`src/rtl/pkt_encap_pkg.sv`:
```
package pkt_encap_pkg;
  typedef enum logic [2:0] {
    ST_IDLE,
    ST_HDR,
    ST_PAY,
    ST_DROP,
    ST_FTR,
    ST_WAIT
  } enc_state_t;

  localparam int HDR_TRUNC_BIT = 13;
  localparam int HDR_DEST_LSB  = 16;
endpackage

```
`src/rtl/pkt_encap_packer.sv`:
```
module pkt_encap_packer #(
  parameter int BYTE_W = 8,
  parameter int LANES  = 16,
  localparam int WORD_W = BYTE_W * LANES,
  localparam int IDX_W  = $clog2(LANES)
) (
  input  logic              clk,
  input  logic              rst,
  input  logic              push,
  input  logic              last,
  input  logic [BYTE_W-1:0] din,
  input  logic              pop,
  output logic [WORD_W-1:0] word,
  output logic              full
);
  logic [IDX_W-1:0] idx;

  // one register per byte lane; cleared on pop so a short last word pads with zeros
  for (genvar g = 0; g < LANES; g++) begin : g_lane
    logic [BYTE_W-1:0] lane_q;
    always_ff @(posedge clk) begin
      if (rst || pop) begin
        lane_q <= '0;
      end else if (push && idx == IDX_W'(g)) begin
        lane_q <= din;
      end
    end
    assign word[g*BYTE_W +: BYTE_W] = lane_q;
  end

  always_ff @(posedge clk) begin
    if (rst) begin
      idx  <= '0;
      full <= 1'b0;
    end else if (pop) begin
      idx  <= '0;
      full <= 1'b0;
    end else if (push) begin
      if (last || idx == IDX_W'(LANES - 1)) begin
        full <= 1'b1;
        idx  <= '0;
      end else begin
        idx <= idx + 1'b1;
      end
    end
  end
endmodule

```
`src/rtl/pkt_encap_outreg.sv`:
```
module pkt_encap_outreg #(
  parameter int W = 128
) (
  input  logic         clk,
  input  logic         rst,
  input  logic         ld,
  input  logic [W-1:0] ld_data,
  input  logic         ld_sop,
  input  logic         ld_eop,
  input  logic         out_ready,
  output logic         can_load,
  output logic         out_valid,
  output logic [W-1:0] out_data,
  output logic         out_sop,
  output logic         out_eop
);
  assign can_load = !out_valid || out_ready;

  always_ff @(posedge clk) begin
    if (rst) begin
      out_valid <= 1'b0;
      out_data  <= '0;
      out_sop   <= 1'b0;
      out_eop   <= 1'b0;
    end else if (can_load) begin
      out_valid <= ld;
      if (ld) begin
        out_data <= ld_data;
        out_sop  <= ld_sop;
        out_eop  <= ld_eop;
      end
    end
  end
endmodule

```
`src/rtl/pkt_encap_ctrl.sv`:
```
module pkt_encap_ctrl
  import pkt_encap_pkg::*;
#(
  parameter int LANES     = 16,
  parameter int MAX_WORDS = 256,
  parameter int LEN_W     = 16,
  parameter int DEST_W    = 16,
  parameter int SEQ_W     = 16,
  parameter int WORD_W    = 128,
  localparam int MAX_BYTES = MAX_WORDS * LANES,
  localparam int CNT_W     = $clog2(MAX_BYTES + 1)
) (
  input  logic              clk,
  input  logic              rst,
  input  logic              in_valid,
  input  logic              in_sop,
  input  logic [LEN_W-1:0]  in_len,
  output logic              in_ready,
  input  logic [DEST_W-1:0] cfg_dest,
  output logic              pk_push,
  output logic              pk_last,
  input  logic              pk_full,
  output logic              pk_pop,
  input  logic [WORD_W-1:0] pk_word,
  input  logic              ol_can,
  output logic              ol_ld,
  output logic [WORD_W-1:0] ol_data,
  output logic              ol_sop,
  output logic              ol_eop,
  input  logic              ol_done,
  output logic              ovf_flag
);
  enc_state_t        state;
  logic [CNT_W-1:0]  kept_total;
  logic [CNT_W-1:0]  kept_left;
  logic [LEN_W-1:0]  excess;
  logic              trunc_q;
  logic [DEST_W-1:0] dest_q;
  logic [SEQ_W-1:0]  seq_q;

  logic              acc;
  logic              over;
  logic [CNT_W-1:0]  capped;
  logic [WORD_W-1:0] hdr_word;
  logic [WORD_W-1:0] ftr_word;

  always_comb begin
    case (state)
      ST_IDLE: in_ready = 1'b1;
      ST_PAY:  in_ready = !pk_full;
      ST_DROP: in_ready = 1'b1;
      default: in_ready = 1'b0;
    endcase
  end

  assign acc     = in_valid && in_ready;
  assign over    = in_len > LEN_W'(MAX_BYTES);
  assign capped  = over ? CNT_W'(MAX_BYTES) : CNT_W'(in_len);
  assign pk_push = acc && (state == ST_PAY);
  assign pk_last = (kept_left == CNT_W'(1));

  always_comb begin
    hdr_word = '0;
    hdr_word[CNT_W-1:0] = kept_total;
    hdr_word[HDR_TRUNC_BIT] = trunc_q;
    hdr_word[HDR_DEST_LSB +: DEST_W] = dest_q;
    ftr_word = '0;
    ftr_word[SEQ_W-1:0] = seq_q;
  end

  always_comb begin
    ol_ld   = 1'b0;
    ol_data = pk_word;
    ol_sop  = 1'b0;
    ol_eop  = 1'b0;
    pk_pop  = 1'b0;
    case (state)
      ST_HDR: begin
        ol_ld   = ol_can;
        ol_data = hdr_word;
        ol_sop  = 1'b1;
      end
      ST_PAY: begin
        if (pk_full && ol_can) begin
          ol_ld  = 1'b1;
          pk_pop = 1'b1;
        end
      end
      ST_FTR: begin
        ol_ld   = ol_can;
        ol_data = ftr_word;
        ol_eop  = 1'b1;
      end
      default: ;
    endcase
  end

  always_ff @(posedge clk) begin
    if (rst) begin
      state      <= ST_IDLE;
      kept_total <= '0;
      kept_left  <= '0;
      excess     <= '0;
      trunc_q    <= 1'b0;
      dest_q     <= '0;
      seq_q      <= '0;
      ovf_flag   <= 1'b0;
    end else begin
      case (state)
        ST_IDLE: begin
          if (acc && in_sop) begin
            kept_total <= capped;
            kept_left  <= capped;
            excess     <= in_len - LEN_W'(capped);
            trunc_q    <= over;
            dest_q     <= cfg_dest;
            if (over) ovf_flag <= 1'b1;
            state      <= ST_HDR;
          end
        end
        ST_HDR: begin
          if (ol_can) state <= (kept_total == '0) ? ST_FTR : ST_PAY;
        end
        ST_PAY: begin
          if (pk_push) kept_left <= kept_left - 1'b1;
          if (pk_pop && kept_left == '0) begin
            state <= (excess != '0) ? ST_DROP : ST_FTR;
          end
        end
        ST_DROP: begin
          if (acc) begin
            excess <= excess - 1'b1;
            if (excess == LEN_W'(1)) state <= ST_FTR;
          end
        end
        ST_FTR: begin
          if (ol_can) begin
            seq_q <= seq_q + 1'b1;
            state <= ST_WAIT;
          end
        end
        ST_WAIT: begin
          if (ol_done) state <= ST_IDLE;
        end
        default: state <= ST_IDLE;
      endcase
    end
  end
endmodule

```
`src/rtl/pkt_encap.sv`:
```
module pkt_encap #(
  parameter int BYTE_W    = 8,
  parameter int LANES     = 16,
  parameter int MAX_WORDS = 256,
  parameter int LEN_W     = 16,
  parameter int DEST_W    = 16,
  parameter int SEQ_W     = 16,
  localparam int WORD_W    = BYTE_W * LANES,
  localparam int MAX_BYTES = MAX_WORDS * LANES,
  localparam int CNT_W     = $clog2(MAX_BYTES + 1)
) (
  input  logic              clk,
  input  logic              rst,
  input  logic              in_valid,
  output logic              in_ready,
  input  logic              in_sop,
  input  logic [LEN_W-1:0]  in_len,
  input  logic [BYTE_W-1:0] in_data,
  input  logic [DEST_W-1:0] cfg_dest,
  output logic              out_valid,
  input  logic              out_ready,
  output logic [WORD_W-1:0] out_data,
  output logic              out_sop,
  output logic              out_eop,
  output logic              ovf_flag
);
  logic              pk_push;
  logic              pk_last;
  logic              pk_full;
  logic              pk_pop;
  logic [WORD_W-1:0] pk_word;
  logic              ol_can;
  logic              ol_ld;
  logic [WORD_W-1:0] ol_data;
  logic              ol_sop;
  logic              ol_eop;
  logic              ol_done;

  assign ol_done = out_valid && out_ready;

  pkt_encap_ctrl #(
    .LANES(LANES), .MAX_WORDS(MAX_WORDS), .LEN_W(LEN_W),
    .DEST_W(DEST_W), .SEQ_W(SEQ_W), .WORD_W(WORD_W)
  ) u_ctrl (
    .clk(clk), .rst(rst),
    .in_valid(in_valid), .in_sop(in_sop), .in_len(in_len), .in_ready(in_ready),
    .cfg_dest(cfg_dest),
    .pk_push(pk_push), .pk_last(pk_last), .pk_full(pk_full), .pk_pop(pk_pop),
    .pk_word(pk_word),
    .ol_can(ol_can), .ol_ld(ol_ld), .ol_data(ol_data), .ol_sop(ol_sop),
    .ol_eop(ol_eop), .ol_done(ol_done),
    .ovf_flag(ovf_flag)
  );

  pkt_encap_packer #(.BYTE_W(BYTE_W), .LANES(LANES)) u_packer (
    .clk(clk), .rst(rst),
    .push(pk_push), .last(pk_last), .din(in_data), .pop(pk_pop),
    .word(pk_word), .full(pk_full)
  );

  pkt_encap_outreg #(.W(WORD_W)) u_outreg (
    .clk(clk), .rst(rst),
    .ld(ol_ld), .ld_data(ol_data), .ld_sop(ol_sop), .ld_eop(ol_eop),
    .out_ready(out_ready), .can_load(ol_can),
    .out_valid(out_valid), .out_data(out_data), .out_sop(out_sop), .out_eop(out_eop)
  );
endmodule

```
`config.mk`:
```
export PLATFORM = sky130hd
export DESIGN_NAME = pkt_encap
export DESIGN_NICKNAME = d
export VERILOG_FILES = /design/src/rtl/pkt_encap_pkg.sv /design/src/rtl/pkt_encap_packer.sv /design/src/rtl/pkt_encap_outreg.sv /design/src/rtl/pkt_encap_ctrl.sv /design/src/rtl/pkt_encap.sv
export SDC_FILE = /design/constraint.sdc
export NUM_CORES = 1
export LEC_CHECK = 0
export BUFFER_PORTS_ARGS = -buffer_cell sky130_fd_sc_hd__buf_2
export CORE_ASPECT_RATIO = 1.2
export CORE_MARGIN = 2
export CORE_UTILIZATION = 60
export CTS_BUF_LIST = sky130_fd_sc_hd__clkbuf_16
export DETAILED_ROUTE_END_ITERATION = 7
export GPL_TIMING_DRIVEN = 1
export HOLD_SLACK_MARGIN = 0.06
export PLACE_DENSITY = 0.91
export SYNTH_ARGS = -nofsm -noshare
export SYNTH_HDL_FRONTEND = slang
export SYNTH_SLANG_ARGS = --single-unit
```
`constraint.sdc`:
```
create_clock -name clk -period 5.1 [get_ports clk]
set_input_delay 1.02 -clock clk [delete_from_list [all_inputs] [get_ports clk]]
set_output_delay 1.02 -clock clk [all_outputs]
set_load 0.02 [all_outputs]
```
==> qor.txt <==
EDFF count, synth: 0
area added between synthesis and finish: 14.0%
net switching power: 2.53 mW
Yosys cell types: 62
grt ovf: 0
via count: 13000
worst setup margin: 2010 ps
Skew-Pair Late Insertion Delay: 560 ps
1st-iter DRT viols: 1305
Crit-path slowest cell: dfxtp_1
fillcell total: 1718
Post-CTS Hold Fix Bufs: 0
PortBufs: 177
routed length per instance: 19.1 µm
GPL Wtd Cong: 0.945
Worst path max stage delay: 740 ps
vias in the first global route: 12500
relative max-transition margin: 24.9%
average vias per placed instance: 6.22
Leak: 6.84 nW
startpoint types: register
CORE AREA: 23000 µm²
post-synthesis sequential area ratio: 49.2%
Least-Margin Pin Slew: 1130 ps
initial antenna violation count: 0
setup bufs post-CTS: 0
Synth Net Count: 1700
Max Fanout on Critical Path: 31
maximum clock rate: 0.324 GHz
Area contributors post-synth: dfxtp_1 (49%), mux2i_1 (9.2%), a21oi_1 (6.3%)
minimum clock period after layout: 3090 ps
status: complete, but fails checks
Synth async-reset ratio: 0%
Hold Fails Final Rpt: 0
worst path cell trace: nor3b_1 -> buf_4 -> nand3_1 -> a21oi_4 -> buf_4 -> nand3_1 -> a21oi_1
die area: 24500 µm²
endpoints failing setup: 0
critical path endpoint category: register
combinational power share: 25.5%
Worst Hold Class: register to register
IR drop worst, VDD: 0.000481 V
total power: 7.05 mW
top cell type's share of synthesized area: 49.2%
H-tree levels: 1
largest net degree at the start of global routing: 103
post-route ant nets: 0
Flop pwr share: 42.1%
worst path arrival time: 3570 ps
post-synthesis instance area: 14000 µm²
cts repair resizes: 0
CTS clk-pin slew, worst paths: 70 ps
sw frac: 35.9%
Post-Syn Instances: 1645
Seq cells post-synth: 343
Worst Clk Skew: 12.1 ps
drt total wl: 39700 µm
Cell Rows: 61
hpwl dp: 24600 µm
share of cells above drive strength 1: 15.1%
period utilisation layout: 60.6%
CTS Buf Count: 31
clock sinks: 343
nets@finish: 1798
Starting Density: 60.6%
dpl cell area: 14900 µm²
RSZ-0062 raised after global routing: false
first-pass GRT wire length: 62100 µm
Worst Path Required: 5580 ps
final setup TNS: 0 ps
Syn Area/Cell: 8.49 µm²
Root Driver: clkbuf_16
leading area contributor after synthesis: dfxtp_1
failing checks: DRC
Final Slew Violations: 0
WS Path Type: register to register
die width: 143 µm
Global Route Usage Sum: 31.3%
Ports: 178
yosys warns: 0
antenna cells: 0
PwrDens: 442 nW/µm²
Clk pwr share: 32.4%
Pre-antenna DRT Iters: 8
Int Power: 4.51 mW
Design Area, Final: 15900 µm²
CTS tree: done
worst hold slack: 451 ps
die height: 171 µm
top_reg_cell synth: dfxtp_1
max cap viols: 0
drt drc: 2
pre-CTS setup slack: 1680 ps
Max Root-Sink Buffers: 3
[kinds of logic (layout without fill, tap and decap cells)]
logic type / after synthesis / after routing / share of synthesized area (%)
compound gates: 322 / 322 / 13.6
xor+xnor: 14 / 14 / 0.878
fa+ha+maj: 10 / 10 / 0.896
buf+inv: 145 / 267 / 4.16
flops: 343 / 343 / 49.2
mux: 129 / 129 / 9.25
other cells: 1 / 1 / 0.0269
simple gates: 681 / 681 / 22.0
[worst max-delay path, delay by kind of cell (launching register included)]
| family | cells | cell delay, ps |
|---|---|---|
| simple gates | 3 | 690 |
| compound gates | 2 | 880 |
| buf+inv | 2 | 700 |
| flops | 1 | 740 |
[layout make-up]
class	instances	area [µm²]	area share, %
clock buffer	31	776	4.87
sequential	343	6870	43.1
tap	315	394	2.47
inverter	18	67.6	0.424
multi-input combinational	1157	6580	41.3
clock inverter	26	211	1.33
timing repair buffer	192	1030	6.47
[cell usage in the layout, fill, tap and decap left out, types with 10 or more instances in the layout]
| cell type | count |
|---|---|
| a22oi_1 | 11 |
| nand3_1 | 139 |
| nor4_1 | 10 |
| nand2_1 | 221 |
| dfxtp_1 | 343 |
| xor2_1 | 11 |
| buf_4 | 13 |
| inv_1 | 22 |
| nand3_2 | 13 |
| a311oi_1 | 11 |
| o21ai_0 | 38 |
| a31oi_1 | 29 |
| clkbuf_16 | 31 |
| ha_1 | 10 |
| buf_2 | 176 |
| a21oi_1 | 177 |
| mux2i_1 | 129 |
| nor3_1 | 25 |
| nor2_1 | 209 |
| nand4_1 | 12 |
[path summary, 6_finish.rpt]
| check | startpoint | slack [ps] | depth (start not counted) | end |
|---|---|---|---|---|
| worst min-delay path | u_outreg.out_data[81]$_SDFFE_PP0P_ | 450 | 2 | u_outreg.out_data[81]$_SDFFE_PP0P_ |
| worst max register to register | u_ctrl.state[1]$_SDFFE_PP0P_ | 2010 | 7 | u_outreg.out_data[85]$_SDFFE_PP0P_ |
| worst min register to register | u_outreg.out_data[81]$_SDFFE_PP0P_ | 450 | 2 | u_outreg.out_data[81]$_SDFFE_PP0P_ |
| worst max-delay path | u_ctrl.state[1]$_SDFFE_PP0P_ | 2010 | 7 | u_outreg.out_data[85]$_SDFFE_PP0P_ |
[synth_stat cells, types with 2 or more instances]
master / instances
nor2_1: 210
dfxtp_1: 343
ha_1: 10
xor2_1: 11
nor2b_1: 4
o311ai_0: 4
a221o_1: 7
nand3_1: 139
nor3_1: 25
inv_1: 18
nand2_1: 222
o31ai_1: 5
nand3b_1: 2
a21oi_1: 177
buf_4: 6
xnor2_1: 3
nor3b_1: 7
or4_1: 5
buf_2: 11
a31o_2: 2
a21o_1: 3
and2_1: 3
o21ai_0: 38
mux2i_1: 129
a311oi_1: 11
a31oi_1: 29
nor4_1: 11
nand4_1: 12
nand2b_1: 5
or3_1: 8
a22oi_1: 11
buf_1: 3
o211ai_1: 2
o21a_1: 7
a211oi_1: 7
clkbuf_1: 107
nand3_2: 13
and3_1: 6
o21ai_1: 3
a32o_1: 3
a221oi_1: 2
[routing by layer]
| metal | share of wire, % | global-route usage [%] | vias up |
|---|---|---|---|
| met2 | 48 | 53.6 | 701 |
| met1 | 38 | 38.1 | 6192 |
| li1 | - | - | 5906 |
| met3 | 8.9 | 4.76 | 158 |
| met4 | 4.9 | 15.8 | 0 |
| met5 | 0 | 0 | - |
[power by group through the flow]
| stage | registers [mW] | clock network, mW | logic (mW) |
|---|---|---|---|
| 2_1_floorplan | 3.04 | 0 | 1.24 |
| 5_1_grt | 2.98 | 2.38 | 1.94 |
| 4_1_cts | 2.96 | 2.28 | 1.75 |
| 3_5_place_dp | 3.02 | 0 | 1.75 |
| 3_3_place_gp | 3.01 | 0 | 1.71 |
| 6_report | 2.97 | 2.29 | 1.79 |
[registers in the layout, summed over array words and instances, names as in the netlist, 3 cells and up]
register,flops
u_ctrl.kept_total,13
u_ctrl.state,3
u_ctrl.seq_q,16
u_ctrl.excess,16
u_outreg.out_data,128
u_packer.g_lane.lane_q,128
u_ctrl.dest_q,16
u_ctrl.kept_left,13
u_packer.idx,4
[metrics by stage]
stage	std cells	util, %
floorplan	1645	-
detailed placement	2025	64.8
global placement	2025	64.8
CTS	2082	69.1
global route	2082	69.1
finish	2082	69.1
(Power assumes the default switching activity.)
